**src/rtl/bubble_acct_pkg.sv**
```systemverilog
package bubble_acct_pkg;
    localparam int NUM_CAUSE = 3;
    localparam int CAUSE_LU  = 0;
    localparam int CAUSE_BR  = 1;
    localparam int CAUSE_RET = 2;
    localparam int COST_W    = 2;
    localparam int TOT_W     = 3;

    typedef enum logic [1:0] {
        SEL_CPI = 2'd0,
        SEL_LU  = 2'd1,
        SEL_BR  = 2'd2,
        SEL_RET = 2'd3
    } ratio_sel_e;

    typedef enum logic [1:0] {
        DV_IDLE = 2'd0,
        DV_RUN  = 2'd1,
        DV_DONE = 2'd2
    } div_state_e;

    function automatic logic [COST_W-1:0] cause_cost(input int idx);
        case (idx)
            CAUSE_LU: return 2'd1;
            CAUSE_BR: return 2'd2;
            default:  return 2'd3;
        endcase
    endfunction
endpackage

```
**src/rtl/sat_counter.sv**
```systemverilog
module sat_counter #(
    parameter int W     = 32,
    parameter int INC_W = 1
) (
    input  logic             clk,
    input  logic             rst_n,
    input  logic             clr,
    input  logic             en,
    input  logic [INC_W-1:0] inc,
    output logic [W-1:0]     cnt,
    output logic             ovf
);
    logic [W:0] inc_ext;
    logic [W:0] sum;

    assign inc_ext = {{(W + 1 - INC_W){1'b0}}, inc};
    assign sum     = {1'b0, cnt} + inc_ext;

    always_ff @(posedge clk or negedge rst_n) begin
        if (!rst_n) begin
            cnt <= '0;
            ovf <= 1'b0;
        end else if (clr) begin
            cnt <= '0;
            ovf <= 1'b0;
        end else if (en) begin
            if (sum[W]) begin
                cnt <= '1;
                ovf <= 1'b1;
            end else begin
                cnt <= sum[W-1:0];
            end
        end
    end

    AST_NO_WRAP: assert property (@(posedge clk) disable iff (!rst_n)
        (en && !clr) |=> cnt >= $past(cnt));
    AST_OVF_STICKY: assert property (@(posedge clk) disable iff (!rst_n)
        (ovf && !clr) |=> ovf);
    AST_CLEAR_WINS: assert property (@(posedge clk) disable iff (!rst_n)
        clr |=> (cnt == '0 && !ovf));
    AST_FREEZE_HOLD: assert property (@(posedge clk) disable iff (!rst_n)
        (!en && !clr) |=> $stable(cnt));
endmodule

```
**src/rtl/bubble_charger.sv**
```systemverilog
module bubble_charger
    import bubble_acct_pkg::*;
(
    input  logic [NUM_CAUSE-1:0]             ev,
    output logic [NUM_CAUSE-1:0][COST_W-1:0] cause_inc,
    output logic [TOT_W-1:0]                 total_inc
);
    for (genvar g = 0; g < NUM_CAUSE; g++) begin : g_cause
        assign cause_inc[g] = ev[g] ? cause_cost(g) : '0;
    end

    always_comb begin
        total_inc = '0;
        for (int i = 0; i < NUM_CAUSE; i++) begin
            total_inc = total_inc + TOT_W'(cause_inc[i]);
        end
    end
endmodule

```
**src/rtl/frac_divider.sv**
```systemverilog
module frac_divider
    import bubble_acct_pkg::*;
#(
    parameter int CNT_W  = 32,
    parameter int FRAC_W = 8
) (
    input  logic                      clk,
    input  logic                      rst_n,
    input  logic                      start,
    input  logic                      add_one,
    input  logic [CNT_W-1:0]          num,
    input  logic [CNT_W-1:0]          den,
    output logic                      busy,
    output logic                      done,
    output logic                      invalid,
    output logic [CNT_W+FRAC_W-1:0]   result
);
    localparam int Q_W    = CNT_W + FRAC_W;
    localparam int STEP_W = $clog2(Q_W + 1);
    localparam logic [Q_W:0] ONE_FX = {{Q_W{1'b0}}, 1'b1} << FRAC_W;

    div_state_e         state_q, state_d;
    logic [Q_W-1:0]     dvd_q;
    logic [CNT_W-1:0]   den_q;
    logic [CNT_W:0]     rem_q;
    logic [Q_W-1:0]     quo_q;
    logic [STEP_W-1:0]  step_q;
    logic               add_q;
    logic               inv_q;
    logic [Q_W-1:0]     res_q;

    logic [CNT_W:0]     trial;
    logic               fits;
    logic [CNT_W:0]     rem_nx;
    logic [Q_W-1:0]     quo_nx;
    logic [Q_W:0]       sum_w;
    logic [Q_W-1:0]     res_nx;

    // Next-state logic: START_RUN, START_ZERO, STEP, LAST_STEP, RETIRE_RESULT
    always_comb begin
        state_d = state_q;
        unique case (state_q)
            DV_IDLE: if (start) state_d = (den == '0) ? DV_DONE : DV_RUN;
            DV_RUN:  if (step_q == STEP_W'(1)) state_d = DV_DONE;
            DV_DONE: state_d = DV_IDLE;
            default: state_d = DV_IDLE;
        endcase
    end

    always_ff @(posedge clk or negedge rst_n) begin
        if (!rst_n) state_q <= DV_IDLE;
        else        state_q <= state_d;
    end

    // One restoring step
    always_comb begin
        trial  = {rem_q[CNT_W-1:0], dvd_q[Q_W-1]};
        fits   = trial >= {1'b0, den_q};
        rem_nx = fits ? (trial - {1'b0, den_q}) : trial;
        quo_nx = {quo_q[Q_W-2:0], fits};
        sum_w  = {1'b0, quo_nx} + (add_q ? ONE_FX : '0);
        res_nx = sum_w[Q_W] ? '1 : sum_w[Q_W-1:0];
    end

    always_ff @(posedge clk or negedge rst_n) begin
        if (!rst_n) begin
            dvd_q  <= '0;
            den_q  <= '0;
            rem_q  <= '0;
            quo_q  <= '0;
            step_q <= '0;
            add_q  <= 1'b0;
            inv_q  <= 1'b0;
            res_q  <= '0;
        end else begin
            unique case (state_q)
                DV_IDLE: if (start) begin
                    dvd_q  <= {num, {FRAC_W{1'b0}}};
                    den_q  <= den;
                    rem_q  <= '0;
                    quo_q  <= '0;
                    step_q <= STEP_W'(Q_W);
                    add_q  <= add_one;
                    inv_q  <= (den == '0);
                    if (den == '0) res_q <= '0;
                end
                DV_RUN: begin
                    dvd_q  <= dvd_q << 1;
                    rem_q  <= rem_nx;
                    quo_q  <= quo_nx;
                    step_q <= step_q - STEP_W'(1);
                    if (step_q == STEP_W'(1)) res_q <= res_nx;
                end
                default: ;
            endcase
        end
    end

    // Output process
    always_comb begin
        busy    = (state_q != DV_IDLE);
        done    = (state_q == DV_DONE);
        invalid = inv_q;
        result  = res_q;
    end

    AST_DONE_PULSE: assert property (@(posedge clk) disable iff (!rst_n)
        done |=> !done);
    AST_OPERANDS_HELD: assert property (@(posedge clk) disable iff (!rst_n)
        (state_q == DV_RUN) |=> $stable(den_q));
    AST_INVALID_ZERO: assert property (@(posedge clk) disable iff (!rst_n)
        (done && invalid) |-> (result == '0));
endmodule

```
**src/rtl/bubble_acct_top.sv**
```systemverilog
module bubble_acct_top
    import bubble_acct_pkg::*;
#(
    parameter int CNT_W  = 32,
    parameter int FRAC_W = 8
) (
    input  logic                    clk,
    input  logic                    rst_n,
    input  logic                    clr,
    input  logic                    freeze,
    input  logic                    retire,
    input  logic                    ev_load_use,
    input  logic                    ev_mispredict,
    input  logic                    ev_return,
    input  logic                    div_start,
    input  logic [1:0]              div_sel,
    output logic [CNT_W-1:0]        cycle_count,
    output logic [CNT_W-1:0]        instr_count,
    output logic [CNT_W-1:0]        bubble_count,
    output logic [CNT_W-1:0]        load_use_bubbles,
    output logic [CNT_W-1:0]        mispredict_bubbles,
    output logic [CNT_W-1:0]        return_bubbles,
    output logic                    count_overflow,
    output logic                    consist_err,
    output logic                    div_busy,
    output logic                    div_done,
    output logic                    div_invalid,
    output logic [CNT_W+FRAC_W-1:0] div_result
);
    localparam int NUM_BASE = 3;

    logic [NUM_CAUSE-1:0]             ev_vec;
    logic [NUM_CAUSE-1:0][COST_W-1:0] cause_inc;
    logic [TOT_W-1:0]                 total_inc;
    logic [NUM_CAUSE-1:0][CNT_W-1:0]  cause_cnt;
    logic [NUM_CAUSE-1:0]             cause_ovf;
    logic [NUM_BASE-1:0]              base_ovf;
    logic                             cnt_en;
    logic [CNT_W-1:0]                 numer;
    logic                             accept;
    logic [CNT_W:0]                   expect_cyc;

    assign ev_vec = {ev_return, ev_mispredict, ev_load_use};
    assign cnt_en = !freeze;

    bubble_charger u_charger (
        .ev        (ev_vec),
        .cause_inc (cause_inc),
        .total_inc (total_inc)
    );

    sat_counter #(.W(CNT_W), .INC_W(1)) u_cyc (
        .clk(clk), .rst_n(rst_n), .clr(clr), .en(cnt_en),
        .inc(1'b1), .cnt(cycle_count), .ovf(base_ovf[0])
    );

    sat_counter #(.W(CNT_W), .INC_W(1)) u_ins (
        .clk(clk), .rst_n(rst_n), .clr(clr), .en(cnt_en),
        .inc(retire), .cnt(instr_count), .ovf(base_ovf[1])
    );

    sat_counter #(.W(CNT_W), .INC_W(TOT_W)) u_bub (
        .clk(clk), .rst_n(rst_n), .clr(clr), .en(cnt_en),
        .inc(total_inc), .cnt(bubble_count), .ovf(base_ovf[2])
    );

    for (genvar g = 0; g < NUM_CAUSE; g++) begin : g_cause_cnt
        sat_counter #(.W(CNT_W), .INC_W(COST_W)) u_cause (
            .clk(clk), .rst_n(rst_n), .clr(clr), .en(cnt_en),
            .inc(cause_inc[g]), .cnt(cause_cnt[g]), .ovf(cause_ovf[g])
        );
    end

    assign load_use_bubbles   = cause_cnt[CAUSE_LU];
    assign mispredict_bubbles = cause_cnt[CAUSE_BR];
    assign return_bubbles     = cause_cnt[CAUSE_RET];
    assign count_overflow     = |base_ovf || |cause_ovf;

    always_comb begin
        unique case (ratio_sel_e'(div_sel))
            SEL_CPI: numer = bubble_count;
            SEL_LU:  numer = cause_cnt[CAUSE_LU];
            SEL_BR:  numer = cause_cnt[CAUSE_BR];
            SEL_RET: numer = cause_cnt[CAUSE_RET];
            default: numer = bubble_count;
        endcase
    end

    frac_divider #(.CNT_W(CNT_W), .FRAC_W(FRAC_W)) u_div (
        .clk     (clk),
        .rst_n   (rst_n),
        .start   (div_start),
        .add_one (div_sel == SEL_CPI),
        .num     (numer),
        .den     (instr_count),
        .busy    (div_busy),
        .done    (div_done),
        .invalid (div_invalid),
        .result  (div_result)
    );

    assign accept     = div_start && !div_busy;
    assign expect_cyc = {1'b0, instr_count} + {1'b0, bubble_count};

    always_ff @(posedge clk or negedge rst_n) begin
        if (!rst_n) begin
            consist_err <= 1'b0;
        end else if (clr) begin
            consist_err <= 1'b0;
        end else if (accept && !count_overflow && ({1'b0, cycle_count} != expect_cyc)) begin
            consist_err <= 1'b1;
        end
    end

    AST_ERR_STICKY: assert property (@(posedge clk) disable iff (!rst_n)
        (consist_err && !clr) |=> consist_err);
    AST_ERR_CLEAR: assert property (@(posedge clk) disable iff (!rst_n)
        clr |=> !consist_err);
    AST_BUSY_AFTER_START: assert property (@(posedge clk) disable iff (!rst_n)
        accept |=> div_busy);
endmodule

```
**config.mk**
```make
export PLATFORM = sky130hd
export DESIGN_NAME = bubble_acct_top
export DESIGN_NICKNAME = d
export VERILOG_FILES = /design/src/rtl/bubble_acct_pkg.sv /design/src/rtl/sat_counter.sv /design/src/rtl/bubble_charger.sv /design/src/rtl/frac_divider.sv /design/src/rtl/bubble_acct_top.sv
export SDC_FILE = /design/constraint.sdc
export NUM_CORES = 1
export LEC_CHECK = 0
export BUFFER_PORTS_ARGS = -buffer_cell sky130_fd_sc_hd__buf_4
export CELL_PAD_IN_SITES_DETAIL_PLACEMENT = 1
export CELL_PAD_IN_SITES_GLOBAL_PLACEMENT = 1
export CORE_UTILIZATION = 45
export DETAILED_ROUTE_END_ITERATION = 8
export HOLD_SLACK_MARGIN = 0.15
export PLACE_DENSITY = 0.91
export SYNTH_ARGS = -nofsm -noshare
export SYNTH_HDL_FRONTEND = slang
export SYNTH_SLANG_ARGS = --single-unit
```
**constraint.sdc**
```tcl
create_clock -name clk -period 4.4 [get_ports clk]
set_input_delay 0.44 -clock clk [delete_from_list [all_inputs] [get_ports clk]]
set_output_delay 0.44 -clock clk [all_outputs]
set_load 0.02 [all_outputs]
```
==> reports/qor.log <==
qor: outcome.run_status finished clean
qor: timing.fin_tns_setup 0 ps
qor: synth.synth_enable_flop_cells 0
qor: critical_path.crit_fanout 5
qor: timing.setup_ws 598.3 ps
qor: critical_path.critical_path.slowest_cell dfrtp_1
qor: synth.syn-instance-count 2746
qor: finish.design.final.nets 3047
qor: cts.clock_insertion_delay_worst_skew 600 ps
qor: synth.ys_seq_elements 384
qor: critical_path.worst_ep_required_time 4860 ps
qor: floorplanning.coreArea 0.05141 mm2
qor: floorplanning.fp.dieArea 0.05294 mm2
qor: finish.post_route_cells_drive_above_1_share 14.92%
qor: routing.detail_route.wirelength 91460 um
qor: cts.clock_tree.root_cell clkbuf_16
qor: timing.maxSlewHeadroom 26.96%
qor: cts.cts.reportedPaths.clkPinSlew 70 ps
qor: synth.synth_cell_types 80
qor: run.timing.max_cap.violations 0
qor: cts.clk_path_buf_depth 3
qor: synth.synthesis.nets 2843
qor: timing.final-setup-viol-count 0
qor: cts.cts_sinks 384
qor: routing.vias 23580
qor: timing.hold_viol_final 0
qor: hold_path.timing.hold.worst.class input pin to register
qor: placed_design.routabilityCongestion 1.004
qor: finish.layout_commonest_cell nand2_1
qor: power_and_ir_drop.power-per-cell-area 422.9 mW/mm2
qor: floorplanning.fp.dieW 230.1 um
qor: placed_design.post-dp-hpwl 66740 um
qor: power_and_ir_drop.p_leak 12.38 nW
qor: synth.ys_async_sr_fraction 100.0%
qor: finish.layout.cells.most_common_list nand2_1, dfrtp_1, buf_4
qor: floorplanning.initial_utilization 45.54%
qor: finish.n_antenna_cell 0
qor: cts.cts_repair_resize_count 0
qor: routing.drtAntennaViolNets 0
qor: routing.first_iter_violations 1778
qor: power_and_ir_drop.worst_ir_drop_vdd 307.8 uV
qor: timing.maxSlewViolCount 0
qor: grt.grt_use_total 34.29%
qor: floorplanning.row_count 83
qor: timing.grt_setup_unrepaired false
qor: placed_design.io_buffers 247
qor: synth.synth-seq-area-share 41.05%
qor: synth.synth.cell_area 0.02341 mm2
qor: routing.detail_route.wl_per_cell 24.98 um
qor: floorplanning.height_of_the_die 230.1 um
qor: cts.postCtsSetupBuffers 0
qor: grt.antenna_found_initial 1
qor: synth.ys_dominant_reg_cell dfrtp_1
qor: critical_path.timing.critical_path.cells ha_1 > fa_1 > a211oi_2 > o211ai_1 > nand2_1 > o21bai_1 > a221oi_1 > buf_4 > o21ai_0 > xnor2_1 > nand3_1 > nor4_1 > a41oi_1
qor: routing.post_drt_via_cell_ratio 6.439
qor: synth.synth.yosys.warnings 0
qor: timing.clock_skew 19.18 ps
qor: finish.layout.filler_cells 6055
qor: timing.max_clock_freq 0.2630 GHz
qor: critical_path.crit_path_start_kind register
qor: critical_path.slowest_delay 440 ps
qor: grt.grt_pass1_wl 143000 um
qor: cts.clock_tree.htree_level_count 2
qor: floorplanning.design.portCount 248
qor: routing.firstDrtPassIters 5
qor: synth.synthesis.area_per_instance 8.525 um2
qor: cts.cts_tree built
qor: grt.pin_count_of_the_biggest_net_entering_global_routing 102
qor: grt.vias_in_the_first_global_route 24460
qor: critical_path.timing.critical_path.to_type register
qor: timing.tightest_slew 1093 ps
qor: grt.grt_overflow_total 0
qor: timing.minimum_clock_period 3802 ps
qor: routing.drcViolationCount 0
qor: placed_design.dpl_worst_slack 521.4 ps
qor: critical_path.critPathKind register to register
qor: cts.cts_hold_repair.buffers 2
qor: timing.fin_crit_sh 86.40%
qor: finish.area_growth 17.90%
qor: cts.cts_inserted_buffers 45
qor: critical_path.critPathArrivalTime 4260 ps
==> metal layers <==
layer | vias up | wire length [um] | global-route usage, %
met5 | - | 10 | 0
met4 | 2 | 4517 | 16.83
met3 | 261 | 6803 | 6.386
met2 | 1061 | 44270 | 57.02
met1 | 11920 | 35870 | 42.74
li1 | 10340 | - | -
==> cell type report <==
type                       instances  area, um2  share of cell area (%)
inverter                          98      367.9                   1.333
clock buffer                      65       1291                   4.678
multi-input combinational       2106      12840                   46.54
tap                              680      850.8                   3.083
sequential                       384       9609                   34.82
clock inverter                    14      205.2                  0.7435
timing repair buffer             315       2431                   8.808
==> registers in the layout (all words and copies together) (netlist names), 2 cells and up <==
| register | count |
|---|---|
| g_cause_cnt.u_cause.cnt | 96 |
| u_div.result | 40 |
| u_div.quo_q | 39 |
| u_bub.cnt | 32 |
| u_cyc.cnt | 32 |
| u_div.den_q | 32 |
| u_div.dvd_q | 32 |
| u_div.rem_q | 32 |
| u_ins.cnt | 32 |
| u_div.step_q | 6 |
| g_cause_cnt.u_cause.ovf | 3 |
| u_div.state_q | 2 |
==> cell families after synthesis <==
logic type	after synthesis	synth area share, %
multiplexers	62	4.393
adder cells (fa/ha/maj)	86	4.757
buffers and inverters	256	4.281
AND/OR/NAND/NOR	1119	21.84
AO/OA/AOI/OAI	743	20.09
flip-flops	384	41.05
XOR/XNOR	96	3.592
==> power breakdown <==
| part | leakage, nW | total (mW) | switching (mW) | internal [mW] |
|---|---|---|---|---|
| Combinational | 6.36 | 3.73 | 2.39 | 1.34 |
| Clock | 0.728 | 3.88 | 1.60 | 2.28 |
| Sequential | 5.30 | 4.06 | 0.252 | 3.81 |
| Total | 12.4 | 11.7 | 4.24 | 7.43 |
==> worst paths after layout <==
kind | startpoint | to | slack [ps] | cells after the start
max | u_bub.cnt[0] | consist_err | 600 | 13
min | ev_load_use | g_cause_cnt[0].u_cause.cnt[0] | 320 | 4
max reg2reg | u_bub.cnt[0] | consist_err | 600 | 13
min reg2reg | u_div.result[8] | u_div.result[8] | 470 | 2
max in group asynchronous | rst_n | u_cyc.cnt[25] | 2750 | 3
min in group asynchronous | rst_n | u_div.rem_q[25] | 450 | 2
==> worst max-delay path: cells and delay by family (launching register included) <==
kind / cells / cell delay, ps
and+or+nand+nor: 3 / 780
adders and majority gates: 2 / 660
DFF: 1 / 440
buffers and inverters: 1 / 210
AOI/OAI and AO/OA: 6 / 1280
xor gates and xnor gates: 1 / 280
==> per-stage QoR <==
stage                     hold WS (ps)  power [mW]  cells  utilization [%]  cell area (um2)
after floorplan                  144.4       6.733   2746                -            23410
after global placement           454.9       7.582   3581            50.74            26080
after detailed placement         466.0       7.813   3581            50.74            26080
after CTS                        321.4       11.71   3662            53.69            27600
after global routing             362.9       12.27   3662            53.69            27600
final                            322.5       11.67   3662            53.69            27600
==> synth_stat cells (26+ instances only) <==
master    instances  share of area [%]
a211oi_1         42                1.3
a21o_1           26               0.83
a21oi_1         170                3.6
a221oi_1         29                1.1
a22oi_1          35                1.1
a311oi_1         43                1.6
a31oi_1          37               0.99
and3_1           53                1.4
clkbuf_1        124                2.0
dfrtp_1         384                 41
ha_1             81                4.3
inv_1            97                1.6
mux2i_1          27                1.2
mux4_2           31                3.0
nand2_1         417                6.7
nand3_1         135                2.9
nand4_1          49                1.3
nor2_1          267                4.3
nor3_1           71                1.5
o21ai_0         243                5.2
xnor2_1          65                2.4
xor2_1           31                1.2
No activity file was read; power rests on OpenSTA's default activity.
